<file path="src/rtl/useq_pkg.sv">
package useq_pkg;

    typedef struct packed {
        logic fetch;
        logic clr;
        logic pwr;
    } useq_cmd_t;

endpackage

</file>
<file path="src/rtl/useq_cmd_dec.sv">
module useq_cmd_dec
    import useq_pkg::*;
#(
    parameter int UW_W      = 24,
    parameter int FETCH_BIT = 23,
    parameter int CLR_BIT   = 22,
    parameter int PWR_BIT   = 21
) (
    input  logic [UW_W-1:0] uword_i,
    output useq_cmd_t       cmd_o
);
    always_comb begin
        cmd_o       = '0;
        cmd_o.fetch = uword_i[FETCH_BIT];
        cmd_o.clr   = uword_i[CLR_BIT];
        cmd_o.pwr   = uword_i[PWR_BIT] & ~uword_i[FETCH_BIT];
    end
endmodule

</file>
<file path="src/rtl/useq_step_ctr.sv">
module useq_step_ctr #(
    parameter int STEP_W = 4
) (
    input  logic              clk,
    input  logic              rst_n,
    input  logic              restart_i,
    output logic [STEP_W-1:0] step_o
);
    logic [STEP_W-1:0] step_d, step_q;

    always_comb begin
        if (restart_i) step_d = '0;
        else           step_d = step_q + 1'b1;
    end

    always_ff @(posedge clk) begin
        if (!rst_n) step_q <= '0;
        else        step_q <= step_d;
    end

    assign step_o = step_q;
endmodule

</file>
<file path="src/rtl/useq_page_reg.sv">
module useq_page_reg #(
    parameter int PAGE_W = 4
) (
    input  logic              clk,
    input  logic              rst_n,
    input  logic              stage_i,
    input  logic [PAGE_W-1:0] stage_val_i,
    input  logic              commit_i,
    output logic [PAGE_W-1:0] page_o
);
    typedef struct packed {
        logic [PAGE_W-1:0] staged;
        logic [PAGE_W-1:0] active;
    } page_st_t;

    page_st_t st_d, st_q;

    always_comb begin
        st_d = st_q;
        if (commit_i)     st_d.active = st_q.staged;
        else if (stage_i) st_d.staged = stage_val_i;
    end

    always_ff @(posedge clk) begin
        if (!rst_n) st_q <= '0;
        else        st_q <= st_d;
    end

    assign page_o = st_q.active;
endmodule

</file>
<file path="src/rtl/useq_paged.sv">
module useq_paged
    import useq_pkg::*;
#(
    parameter int PAGE_W    = 4,
    parameter int OP_W      = 8,
    parameter int STEP_W    = 4,
    parameter int UW_W      = 24,
    parameter int FETCH_BIT = 23,
    parameter int CLR_BIT   = 22,
    parameter int PWR_BIT   = 21,
    localparam int ADDR_W   = PAGE_W + OP_W + STEP_W
) (
    input  logic              clk,
    input  logic              rst_n,
    input  logic [OP_W-1:0]   data_bus,
    input  logic [UW_W-1:0]   rom_data,
    output logic [ADDR_W-1:0] rom_addr,
    output logic [UW_W-1:0]   uword,
    output logic [PAGE_W-1:0] page,
    output logic [OP_W-1:0]   opcode,
    output logic [STEP_W-1:0] step
);
    typedef struct packed {
        logic [OP_W-1:0] op;
        logic [UW_W-1:0] uw;
    } core_st_t;

    core_st_t  st_d, st_q;
    useq_cmd_t cmd;

    useq_cmd_dec #(
        .UW_W(UW_W), .FETCH_BIT(FETCH_BIT), .CLR_BIT(CLR_BIT), .PWR_BIT(PWR_BIT)
    ) u_dec (
        .uword_i(st_q.uw),
        .cmd_o  (cmd)
    );

    useq_step_ctr #(.STEP_W(STEP_W)) u_step (
        .clk      (clk),
        .rst_n    (rst_n),
        .restart_i(cmd.fetch | cmd.clr),
        .step_o   (step)
    );

    useq_page_reg #(.PAGE_W(PAGE_W)) u_page (
        .clk        (clk),
        .rst_n      (rst_n),
        .stage_i    (cmd.pwr),
        .stage_val_i(data_bus[PAGE_W-1:0]),
        .commit_i   (cmd.fetch),
        .page_o     (page)
    );

    always_comb begin
        st_d    = st_q;
        st_d.uw = rom_data;
        if (cmd.fetch) st_d.op = data_bus;
    end

    always_ff @(posedge clk) begin
        if (!rst_n) st_q <= '0;
        else        st_q <= st_d;
    end

    assign opcode   = st_q.op;
    assign uword    = st_q.uw;
    assign rom_addr = {page, st_q.op, step};
endmodule

</file>
<file path="config.mk">
export PLATFORM = sky130hd
export DESIGN_NAME = useq_paged
export DESIGN_NICKNAME = d
export VERILOG_FILES = /design/src/rtl/useq_pkg.sv /design/src/rtl/useq_cmd_dec.sv /design/src/rtl/useq_step_ctr.sv /design/src/rtl/useq_page_reg.sv /design/src/rtl/useq_paged.sv
export SDC_FILE = /design/constraint.sdc
export NUM_CORES = 1
export LEC_CHECK = 0
export ABC_AREA = 1
export BUFFER_PORTS_ARGS = -buffer_cell sky130_fd_sc_hd__buf_2
export CORE_MARGIN = 2
export CORE_UTILIZATION = 34
export DETAILED_ROUTE_END_ITERATION = 8
export HOLD_SLACK_MARGIN = 0.1
export PLACE_DENSITY = 0.72
export SKIP_LAST_GASP = 1
export SYNTH_ARGS = -nofsm -noshare
export SYNTH_HDL_FRONTEND = slang
export SYNTH_SLANG_ARGS = --single-unit
</file>
<file path="constraint.sdc">
create_clock -name clk -period 1.1 [get_ports clk]
set_clock_uncertainty 0.2 [all_clocks]
set_input_delay 0 -clock clk [delete_from_list [all_inputs] [get_ports clk]]
set_output_delay 0 -clock clk [all_outputs]
set_load 0.02 [all_outputs]
</file>
* After elaboration in Yosys (flattened, before gate mapping)
Index checks and enable logic that the tools add are counted.
** Storage, ports and cells
- Word-level logic and storage cells :: 12
- Input port bits :: 34
- Bits in registers :: 44
- Output and inout bits :: 56
** Operators by class
- Add/subtract/negate cells :: 1
- Reductions and logical operators :: 2
- Bitwise logic cells :: 4
** Operators with widths (number)
- 4-bit by 1-bit adder with 4-bit output, second input constant :: 1
- 1-bit inverter :: 2
- 2-bit AND reduction :: 1
- 2-bit OR reduction :: 1
- 1-bit AND :: 1
- 1-bit OR :: 1

* Logic depth before layout (Yosys ltp)
Gate-level depths: netlist of the first run.
- Depth in word-level cells :: 3
- Gate-level depth with buffers :: 5

* Hierarchy
Synthesis of the first run repeated with hierarchy kept, for this count alone.
** Unflattened totals
- Cell total of the unflattened synthesis :: 212
- Area total of the unflattened synthesis :: 1659.1 µm²
** By module, submodules not included
- useq_paged :: cells an instance 142, area each 1141.1 µm², seq. area each 640.6 µm², times used 1
- useq_page_reg :: cells an instance 47, area each 334.1 µm², seq. area each 160.2 µm², times used 1
- useq_step_ctr :: cells an instance 19, area each 158.9 µm², seq. area each 80.1 µm², times used 1
- useq_cmd_dec :: cells an instance 4, area each 25.0 µm², seq. area each 0.0 µm², times used 1

* Worst setup path before layout of the first run
Ideal clock, no wire load.
- Path type :: reg2reg
- Start :: register u_step.step_q[0] (netlist: u_step.step_o[0])
- End :: register u_step.step_q[2] (netlist: u_step.step_o[2])
- Path slack :: -0.062 ns
- Buffers on the path :: 0
- Setup time :: 0.115 ns
- Data required time :: 0.785 ns
- Arrival time :: 0.846 ns
- Stages on the path, launching flop included :: 4
- Path through :: dfxtp_1 ha_1 xnor2_1 nor2_1
** Between the ends
- Longest elaborated chain between the ends :: 1
** Ends and longest elaborated chain
- from (decl) :: line useq_step_ctr.sv:9 : logic [STEP_W-1:0] step_d, step_q;
- from (signal assigned) :: line useq_step_ctr.sv:18 : else step_q <= step_d;
- 4-bit by 1-bit adder with 4-bit output :: line useq_step_ctr.sv:13 : else step_d = step_q + 1'b1;
No other way between the ends.
A chain may end at the register's enable or synchronous reset.

* Worst setup path in the final report of the first run
- Start :: register u_step.step_q[0] (netlist: u_step.step_o[0])
- End :: output rom_addr[0]
** RTL lines
- to (decl) :: line useq_paged.sv:17 : output logic [ADDR_W-1:0] rom_addr,
No word-level cell between the ends.

==> results.md, run 1 <==
* Status: finished, final reports clean
* Hold Vio Cnt, Final at 0
* Post-CTS setup buffers at 0
* Top cell type's share of synthesized area at a little under three fifths
* Routed WL at 3530 um
* Post-synthesis cell type count at 14
* Cell taking the most area after synthesis: dfxtp_1
* Grt total ovfl at 0
* CP Launch Type: flip-flop
* Top cells by area, synth: dfxtp_1 57%, buf_4 11%, nor2_1 9.0%, nand2_1 6.6%, inv_1 6.3%
* Max-slew headroom at approximately 90%
* Clock Path Buffers at 2
* CP max FO at 5
* Row count at 24
* Routed length per instance at approximately 10 um
* Ant. Diodes at 0
* Min setup slack post-route at between 0.04 and 0.05 ns
* Gpl congestion at slightly below 0.8
* # setup viols final at 0
* Worst skew pair latency at 0.29 ns
* Max Cap Violations at 0
* Post-layout util at approximately 54%
* Chip width at just over 70 um
* Final Max Slew Viols at 0
* Reg clk slew, reported paths at roughly 0.080 ns
* IO buf count at 89
* Pre-CTS setup slack at -0.0558 ns
* # DRC at 0
* Syn Area/Cell at 8.38 um2
* Cell Area, Synth at ~1500 um2
* PnR Total Power at ~3.3 mW
* Share of layout cells above drive strength 1 at between 30% and 40%
* P&R area growth vs syn at 53.4%
* Vias in the first global route at between 1,000 and 1,500
* Layout Nets at 326
* First-pass GRT wire length at approximately 5700 um
* Antenna Violating Nets Remaining at 0
* CP endpoint kind: output pin
* Via density at just over 4
* Pwr Density at around 1400 nW/um2
* Pleak at about 1.4 nW
* Die height at between 70 and 80 um
* Post-placement cell count at 303
* DPL Wire Length at around 2300 um
* Initial core utilization at between 30% and 40%
* Synthesized Nets at ~220
* Critical path type: reg -> out
* Total GRT Usage at between 10% and 20%
* Core ar. at 4350 um2
* #FFs+latches synth at 44
* Initial drt markers at 58
* RSZ-0062 raised after global routing: yes
* Fin crit period at roughly 1.1 ns
* Hold Crit Class: in -> reg
* VDD IR max at between 0.8 and 0.9 mV
* Root Driver: clkbuf_8
* Worst Tran Pin Value at between 0.15 and 0.2 ns
* Tcrit/Tclk final at a little over nine tenths
* Achievable Freq at 944 MHz
* DRT Pass-1 Iters at 4
* Critical Path AT at 0.86 ns
* Post-route non-filler standard cell count at 344
* CTS tree: yes
* Cells after synthesis at ~180
* CTS Sinks at 44
* Die ar. at 5090 um2
* Largest net degree at the start of global routing at 15
* Worst EP required at 0.90 ns
* Post-synthesis sequential area ratio at a little under three fifths
* Total CTS buffers at 5
* Antenna violations before repair at 0
* H-tree Lvls at 2
* I/O pins at 90
* Total number of vias at roughly 1,400
* Synth warn at 0
-- per-stage QoR --
| step | hold slack, ns | cell area [um2] | setup TNS [ns] |
|---|---|---|---|
| finish | 0.223 | 2360 | 0 |
| CTS | 0.201 | 2320 | -0.0313 |
| global placement | -0.0203 | 1900 | 0 |
| floorplan | -0.102 | 1540 | 0 |
| global route | 0.229 | 2360 | -0.00831 |
| detailed placement | -0.0164 | 1900 | -0.167 |
-- registers in the layout, indices dropped and copies added, names as in the netlist --
name           flops
u_page.st_q        4
uword             24
u_page.page_o      4
u_step.step_o      4
opcode             8
-- layer usage --
metal	global-route usage, %	share of wire (%)
met1	16.0	42
met2	24.5	47
met3	6.05	8.9
met5	0	0
met4	5.03	1.9
-- cell families (layout without fill, tap and decap cells) --
group	after synthesis	count (layout)	share of synthesized area [%]
simple gates	67	67	16.7
buf+inv	55	163	19.6
flops	44	44	57.1
compound gates	16	16	5.20
fa+ha+maj	1	1	0.812
xor+xnor	1	1	0.568
-- cell usage in the layout, fill, tap and decap left out, drive strengths merged --
| master | Yosys | layout |
|---|---|---|
| buf | 27 | 94 |
| dfxtp | 44 | 44 |
| nor2 | 37 | 37 |
| dlygate4sd3 | 0 | 33 |
| nand2 | 28 | 28 |
| inv | 28 | 28 |
| o21ai | 16 | 16 |
| clkbuf | 0 | 7 |
| xnor2 | 1 | 1 |
| nand4 | 1 | 1 |
| nand3 | 1 | 1 |
| ha | 1 | 1 |
| clkinvlp | 0 | 1 |
-- worst max-delay path, cell delays in order (launching register included) --
cell	delay [ns]
dfxtp_2	0.33
buf_6	0.12
buf_6	0.12
-- cell type report --
type	instances	area, um2
Fill cell	395	1990
Sequential cell	44	890
Timing Repair Buffer	127	836
Multi-Input combinational cell	85	368
Inverter	28	113
Clock buffer	7	86.3
Tap cell	52	65.1
Clock inverter	1	7.51
-- worst paths after layout --
check	startpoint	to	cells past startpoint	slack (ns)
worst max-delay path	u_step.step_o[0]	rom_addr[0]	2	0.04
worst min-delay path	rom_data[23]	uword[23]	4	0.22
worst max register to register	u_step.step_o[1]	u_step.step_o[2]	3	0.07
worst min register to register	u_page.st_q[5]	u_page.page_o[1]	2	0.29
-- power breakdown --
group          internal, mW  switching, mW
sequential             1.68         0.0445
combinational         0.263          0.314
clock                 0.510          0.515
total                  2.45          0.875
-- cell usage after synthesis, drive strengths merged --
master and number:
nand4 1, o21ai 16, buf 27, nand3 1, nand2 28, xnor2 1, inv 28, nor2 37
ha 1, dfxtp 44
-- what timing repair did --
action                                  CTS  global route
gates resized for setup                   3            14
hold buffers                             33             0
endpoints found under the setup margin    9            10
endpoints found under the hold margin    44             0
Note: power is estimated with default switching activity, not from simulation.
==> run 2: changes to the inputs <==
--- a/config.mk
+++ b/config.mk
@@ -12,6 +12,7 @@
 export DETAILED_ROUTE_END_ITERATION = 8
 export HOLD_SLACK_MARGIN = 0.1
 export PLACE_DENSITY = 0.72
+export SETUP_SLACK_MARGIN = 0.1
 export SKIP_LAST_GASP = 1
 export SYNTH_ARGS = -nofsm -noshare
 export SYNTH_HDL_FRONTEND = slang
==> results.md, run 2 (synthesis results as in run 1) <==
* Achievable Freq at 963 MHz (was 944 MHz)
* Final instance area at 2680 um2 (was 2360 um2)
* Worst EP required at 1.08 ns (was 0.90 ns)
* Critical Path AT at 1.02 ns (was 0.86 ns)
* CP max FO at 8 (was 5)
* DRT Pass-1 Iters at 4 (unchanged)
* Commonest non-fill, non-tap cell in the layout: buf_2 (unchanged)
* Commonest cells after routing, fill and taps aside: 48 x buf_2, 32 x dlygate4sd3_1, 30 x nor2_1 (was 86 x buf_2, 39 x dfxtp_1, 37 x nor2_1)
* Hold Crit Class: in -> reg (unchanged)
* Max-slew headroom at 84.3% (was 89.9%)
* Pleak at 1.42 nW (was 1.37 nW)
* Fin crit period at 1.04 ns (was 1.06 ns)
* P&R area growth vs syn at 73.5% (was 53.4%)
* # setup viols final at 0 (unchanged)
* Root Driver: clkbuf_8 (unchanged)
* Grt total ovfl at 0 (unchanged)
* Chip width at 71.3 um (unchanged)
* Antenna violations before repair at 0 (unchanged)
* Max Cap Violations at 0 (unchanged)
* RSZ-0062 raised after global routing: yes (unchanged)
* Tcrit/Tclk final at 94.4% (was 96.4%)
* Die ar. at 5090 um2 (unchanged)
* Vias in the first global route at 1,395 (was 1,315)
* Reg2reg start: uword[23] (was u_step.step_o[1])
* I/O pins at 90 (unchanged)
* Ant. Diodes at 0 (unchanged)
* Largest net degree at the start of global routing at 24 (was 15)
* Routed length per instance at 11.5 um (was 10.3 um)
* Worst Tran Pin Value at 0.235 ns (was 0.151 ns)
* Via density at 4.23 (was 4.03)
* Initial drt markers at 55 (was 58)
* CTS Sinks at 44 (unchanged)
* PnR Total Power at 3.44 mW (was 3.33 mW)
* Max reg flops at 24 (unchanged)
* Total GRT Usage at 15.2% (was 14.3%)
* Initial core utilization at 35.4% (unchanged)
* Antenna Violating Nets Remaining at 0 (unchanged)
* Hold Vio Cnt, Final at 12 (was 0)
* Total number of vias at 1,459 (was 1,388)
* Hold WS at -0.153 ns (was 0.223 ns)
* Final Max Slew Viols at 0 (unchanged)
* CP endpoint kind: flip-flop (was output pin)
* DPL Wire Length at 2420 um (was 2350 um)
* Layout Nets at 327 (was 326)
* First-pass GRT wire length at 6140 um (was 5660 um)
* Gpl congestion at 0.698 (was 0.783)
* Total CTS buffers at 5 (unchanged)
* Critical path startpoint: uword[23] (was u_step.step_o[0])
* Area after DPL at 1920 um2 (was 1900 um2)
* Pwr Density at 1290 nW/um2 (was 1410 nW/um2)
* Clock Path Buffers at 2 (unchanged)
* Hold Startpoint: rst_n (was rom_data[23])
* H-tree Lvls at 2 (unchanged)
* VDD IR max at 0.747 mV (was 0.812 mV)
* Worst skew pair latency at 0.28 ns (was 0.29 ns)
* Worst reg2reg path depth at 4 (was 3)
* Status: finished with violations (was finished, final reports clean)
* # DRC at 0 (unchanged)
* Die height at 71.3 um (unchanged)
* Core ar. at 4350 um2 (unchanged)
* Routed WL at 3970 um (was 3530 um)
* CP Launch Type: flip-flop (unchanged)
* Hold buffer count at CTS at 32 (was 33)
* Row count at 24 (unchanged)
* Setup tns final at 0 ns (unchanged)
* Reg clk slew, reported paths at 0.07 ns (was 0.08 ns)
* FILL cells at 358 (was 395)
* Violations in the final reports: hold timing
* Share of layout cells above drive strength 1 at 47.4% (was 37.7%)
* Critical path type: reg -> reg (was reg -> out)
* CTS tree: yes (unchanged)
* Hold path cells at 3 (was 4)
* IO buf count at 89 (unchanged)
run 2: layout make-up:
type	instances	area [um2]	share of cell area (%)
well taps	52	65.1	2.43
multi-input cells	85	433	16.2
inverters	28	115	4.30
repair buffers	128	1050	39.2
clock buffers	8	90.1	3.37
flip-flops and latches	44	922	34.5
run 2: what timing repair did:
action,4_1_cts,5_1_grt
setup buffers,0,3
gates cloned,0,0
gates resized for setup,66,46
endpoints found under the hold margin,44,44
endpoints found under the setup margin,49,55
pin swaps,2,4
run 2: report_power, final:
group          internal, mW  leakage [nW]  switching [mW]
combinational         0.353          1.00           0.330
clock                 0.512        0.0455           0.496
sequential             1.68         0.374          0.0702
run 2: metrics by stage:
step / util (%) / setup slack, ns / std cells
final: 61.4 / 0.0616 / 345
after floorplan: - / 0.0828 / 184
after detailed placement: 44.1 / 0.0430 / 302
after global placement: 44.1 / 0.0846 / 302
after CTS: 57.5 / 0.0718 / 342
after global routing: 61.4 / 0.0294 / 345
run 2: critical path: stages, from the launching register on:
cell and delay (ns):
dfxtp_4 0.41, inv_8 0.06, buf_8 0.13, nor2_1 0.09, nor2_1 0.05
run 2: path summary, 6_finish.rpt:
check / slack [ns] / endpoint
max: 0.06 / opcode[7]
min: -0.15 / uword[22]
max reg2reg: 0.06 / opcode[7]
min reg2reg: 0.27 / u_step.step_o[0]
run 2: layer usage:
layer	GRT usage, %	part of all wire [%]
met1	16.6	39
met2	26.6	52
met3	5.49	7.6
met4	6.29	1.0
met5	0	0
==> run 3: changes to the inputs <==
--- a/config.mk
+++ b/config.mk
@@ -5,7 +5,7 @@
 export SDC_FILE = /design/constraint.sdc
 export NUM_CORES = 1
 export LEC_CHECK = 0
-export ABC_AREA = 1
+export ABC_AREA = 0
 export BUFFER_PORTS_ARGS = -buffer_cell sky130_fd_sc_hd__buf_2
 export CORE_MARGIN = 2
 export CORE_UTILIZATION = 34
==> results.md, run 3 <==
* Status: finished with violations (unchanged)
* Violations in the final reports: hold timing, setup timing (was hold timing)
* Setup slack, reg-to-reg at -0.05 ns (was 0.06 ns)
* Largest net degree at the start of global routing at 25 (was 24)
* IO buf count at 89 (unchanged)
* Post-synth EDFFs at 0 (unchanged)
* CP Launch Type: flip-flop (unchanged)
* Top cells by area, synth: dfxtp_1 56%, buf_4 11%, mux2i_1 10%, and2_1 9.6%, nor2b_1 6.4% (was dfxtp_1 57%, buf_4 11%, nor2_1 9.0%, nand2_1 6.6%, inv_1 6.3%)
* Hold Vio Cnt, Final at 32 (was 12)
* RSZ-0062 raised after global routing: yes (unchanged)
* Syn Area/Cell at 11.2 um2 (was 8.38 um2)
* Commonest cells after routing, fill and taps aside: 51 x buf_2, 32 x dlygate4sd3_1, 25 x dfxtp_1 (was 48 x buf_2, 32 x dlygate4sd3_1, 30 x nor2_1)
* # DRC at 0 (unchanged)
* Post-synthesis sequential area ratio at 56.4% (was 57.1%)
* Reg clk slew, reported paths at 0.08 ns (was 0.07 ns)
* Compound-Gate Fraction of Synth Area at 0% (was 5.19%)
* P&R area growth vs syn at 65.5% (was 73.5%)
* Antenna violations before repair at 0 (unchanged)
* Initial core utilization at 35.6% (was 35.4%)
* Final Max Slew Viols at 0 (unchanged)
* Worst reg2reg path depth at 2 (was 4)
* Simple-Gate Fraction of Synth Area at 18.4% (was 16.7%)
* Cells after synthesis at 139 (was 184)
* Chip width at 71.8 um (was 71.3 um)
* Pleak at 1.22 nW (was 1.42 nW)
* Cell taking the most area after synthesis: dfxtp_1 (unchanged)
* Post-synthesis mux area share at 10.3% (was 0%)
* Top cell type's share of synthesized area at 56.4% (was 57.1%)
* Row count at 24 (unchanged)
* I/O pins at 90 (unchanged)
* Commonest cells post-synth: 44 x dfxtp_1, 24 x and2_1, 23 x buf_4 (was 44 x dfxtp_1, 37 x nor2_1, 27 x nand2_1)
* CTS Sinks at 44 (unchanged)
* PnR Total Power at 3.40 mW (was 3.44 mW)
* Vias in the first global route at 1,156 (was 1,395)
* H-tree Lvls at 2 (unchanged)
* CP max FO at 5 (was 8)
* Root Driver: clkbuf_8 (unchanged)
* Clock Path Buffers at 2 (unchanged)
* Achievable Freq at 868 MHz (was 963 MHz)
* Layout Nets at 280 (was 327)
* Most used DFF post-synth: dfxtp_1 (unchanged)
* Synthesized Nets at 174 (was 219)
* Total GRT Usage at 13.4% (was 15.2%)
* Max Cap Violations at 0 (unchanged)
* CP endpoint kind: flip-flop (unchanged)
* Synth Area in XOR/XNOR at 1.12% (was 0.568%)
* Critical Path AT at 1.18 ns (was 1.02 ns)
* Via density at 4.09 (was 4.23)
* Total number of vias at 1,212 (was 1,459)
* FILL cells at 356 (was 358)
* Routed length per instance at 11.7 um (was 11.5 um)
* Antenna Violating Nets Remaining at 0 (unchanged)
* #FFs+latches synth at 44 (unchanged)
* # setup viols final at 7 (was 0)
* Max reg flops at 24 (unchanged)
* First-pass GRT wire length at 5260 um (was 6140 um)
* Worst EP required at 1.12 ns (was 1.08 ns)
* Worst skew pair latency at 0.29 ns (was 0.28 ns)
* Core ar. at 4380 um2 (was 4350 um2)
* Synth warn at 0 (unchanged)
* Total CTS buffers at 5 (unchanged)
* Adder-Cell Fraction of Synth Area at 0.801% (was 0.812%)
* Tcrit/Tclk final at 105% (was 94.4%)
* Pwr Density at 1310 nW/um2 (was 1290 nW/um2)
* Share of layout cells above drive strength 1 at 50.4% (was 47.4%)
* Critical path type: reg -> reg (unchanged)
* Grt total ovfl at 0 (unchanged)
* Post-synthesis cell type count at 15 (was 14)
* Fin crit period at 1.15 ns (was 1.04 ns)
* Reg2reg start: uword[23] (unchanged)
* Ant. Diodes at 0 (unchanged)
* Max-slew headroom at 87.9% (was 84.3%)
* Worst Tran Pin Value at 0.181 ns (was 0.235 ns)
* CTS tree: yes (unchanged)
* End of the worst register-to-register path: u_step.step_o[2] (was opcode[7])
* Die ar. at 5150 um2 (was 5090 um2)
* Async S/R FF share, synth at 0% (unchanged)
* Die height at 71.8 um (was 71.3 um)
* Gpl congestion at 0.635 (was 0.698)
* Count leader, synth: dfxtp_1 (unchanged)
* CP Capture Point: u_step.step_o[2] (was opcode[7])
* VDD IR max at 0.789 mV (was 0.747 mV)
* Hold buffer count at CTS at 32 (unchanged)
* Critical path startpoint: uword[23] (unchanged)
* Hold WS at -0.0594 ns (was -0.153 ns)
* DRT Pass-1 Iters at 2 (was 4)
* Routed WL at 3460 um (was 3970 um)
* DPL Wire Length at 2140 um (was 2420 um)
* Commonest non-fill, non-tap cell in the layout: buf_2 (unchanged)
* Hold Crit Class: in -> reg (unchanged)
* Initial drt markers at 25 (was 55)
* Cell Area, Synth at 1560 um2 (was 1540 um2)
* Min setup slack post-route at -0.0524 ns (was 0.0616 ns)
* Largest family of logic cells by synthesized area: simple AND/OR/NAND/NOR gates (was buffers and inverters)
run 3: cell count changes in the layout (fill, tap and decap cells not counted), sizes merged, moves of 3 or more:
| cell | delta |
|---|---|
| nor2 | -33 |
| nor2b | +16 |
| and2 | +24 |
| o21ai | -16 |
| mux2i | +16 |
| inv | -27 |
| nand2 | -28 |
| clkbuf | -3 |
run 3: worst max-delay path, stage by stage, from the launching register on:
cell     delay [ns]
dfxtp_4        0.37
or3b_4         0.43
nor2_1         0.10
run 3: final cells by class:
cell class,count,area [um2],area share (%)
inverter,1,3.75,0.145
clock buffer,5,68.8,2.66
sequential,44,920,35.6
tap,52,65.1,2.52
timing repair buffer,127,1010,39.0
clock inverter,1,30.0,1.16
multi-input combinational,66,488,18.9
run 3: power by group:
| part | switching, mW | internal (mW) |
|---|---|---|
| sequential | 0.0432 | 1.66 |
| combinational | 0.238 | 0.308 |
| clock | 0.492 | 0.651 |
| total | 0.773 | 2.62 |
run 3: what timing repair did:
action / CTS / global route
buffers inserted: 0 / 2
pin swaps: 0 / 1
resized for setup: 48 / 37
endpoints found under the setup margin: 54 / 50
endpoints found under the hold margin: 44 / 44
run 3: how the worst min path moves through the flow:
stage                                   to  slack [ns]         start  cells after the start
after detailed placement         uword[16]       0.009  rom_data[16]                      2
final                     u_step.step_o[3]       -0.06         rst_n                      3
after CTS                 u_step.step_o[0]       -0.06         rst_n                      3
after global placement           uword[11]       0.004  rom_data[11]                      2
after floorplan                  uword[23]       -0.07  rom_data[23]                      1
after global routing      u_step.step_o[3]       -0.06         rst_n                      3
run 3: cells by family after synthesis:
| kind of cell | after synthesis |
|---|---|
| adders and majority gates | 1 |
| muxes | 16 |
| buffers and inverters | 29 |
| DFF | 44 |
| and+or+nand+nor | 47 |
| xor gates and xnor gates | 2 |
run 3: through the flow:
step                      setup TNS (ns)  std cells  utilization (%)  area [um2]  setup WS [ns]
after global routing              -0.984        296             58.9        2580        -0.0910
after CTS                         -0.171        294             56.0        2450        -0.0276
final                             -0.180        296             58.9        2580        -0.0524
after floorplan                   -0.853        139                -        1580        -0.0590
after global placement           -0.0114        256             43.9        1930       -0.00745
after detailed placement          -0.140        256             43.9        1930        -0.0385
run 3: layer usage:
metal  share of wire (%)  global-route usage, %  up-vias
met4                0.95                   4.40        0
met1                  38                   14.9      534
li1                    -                      -      617
met3                 9.0                   6.33        4
met2                  52                   22.5       57
met5                   0                      0        -
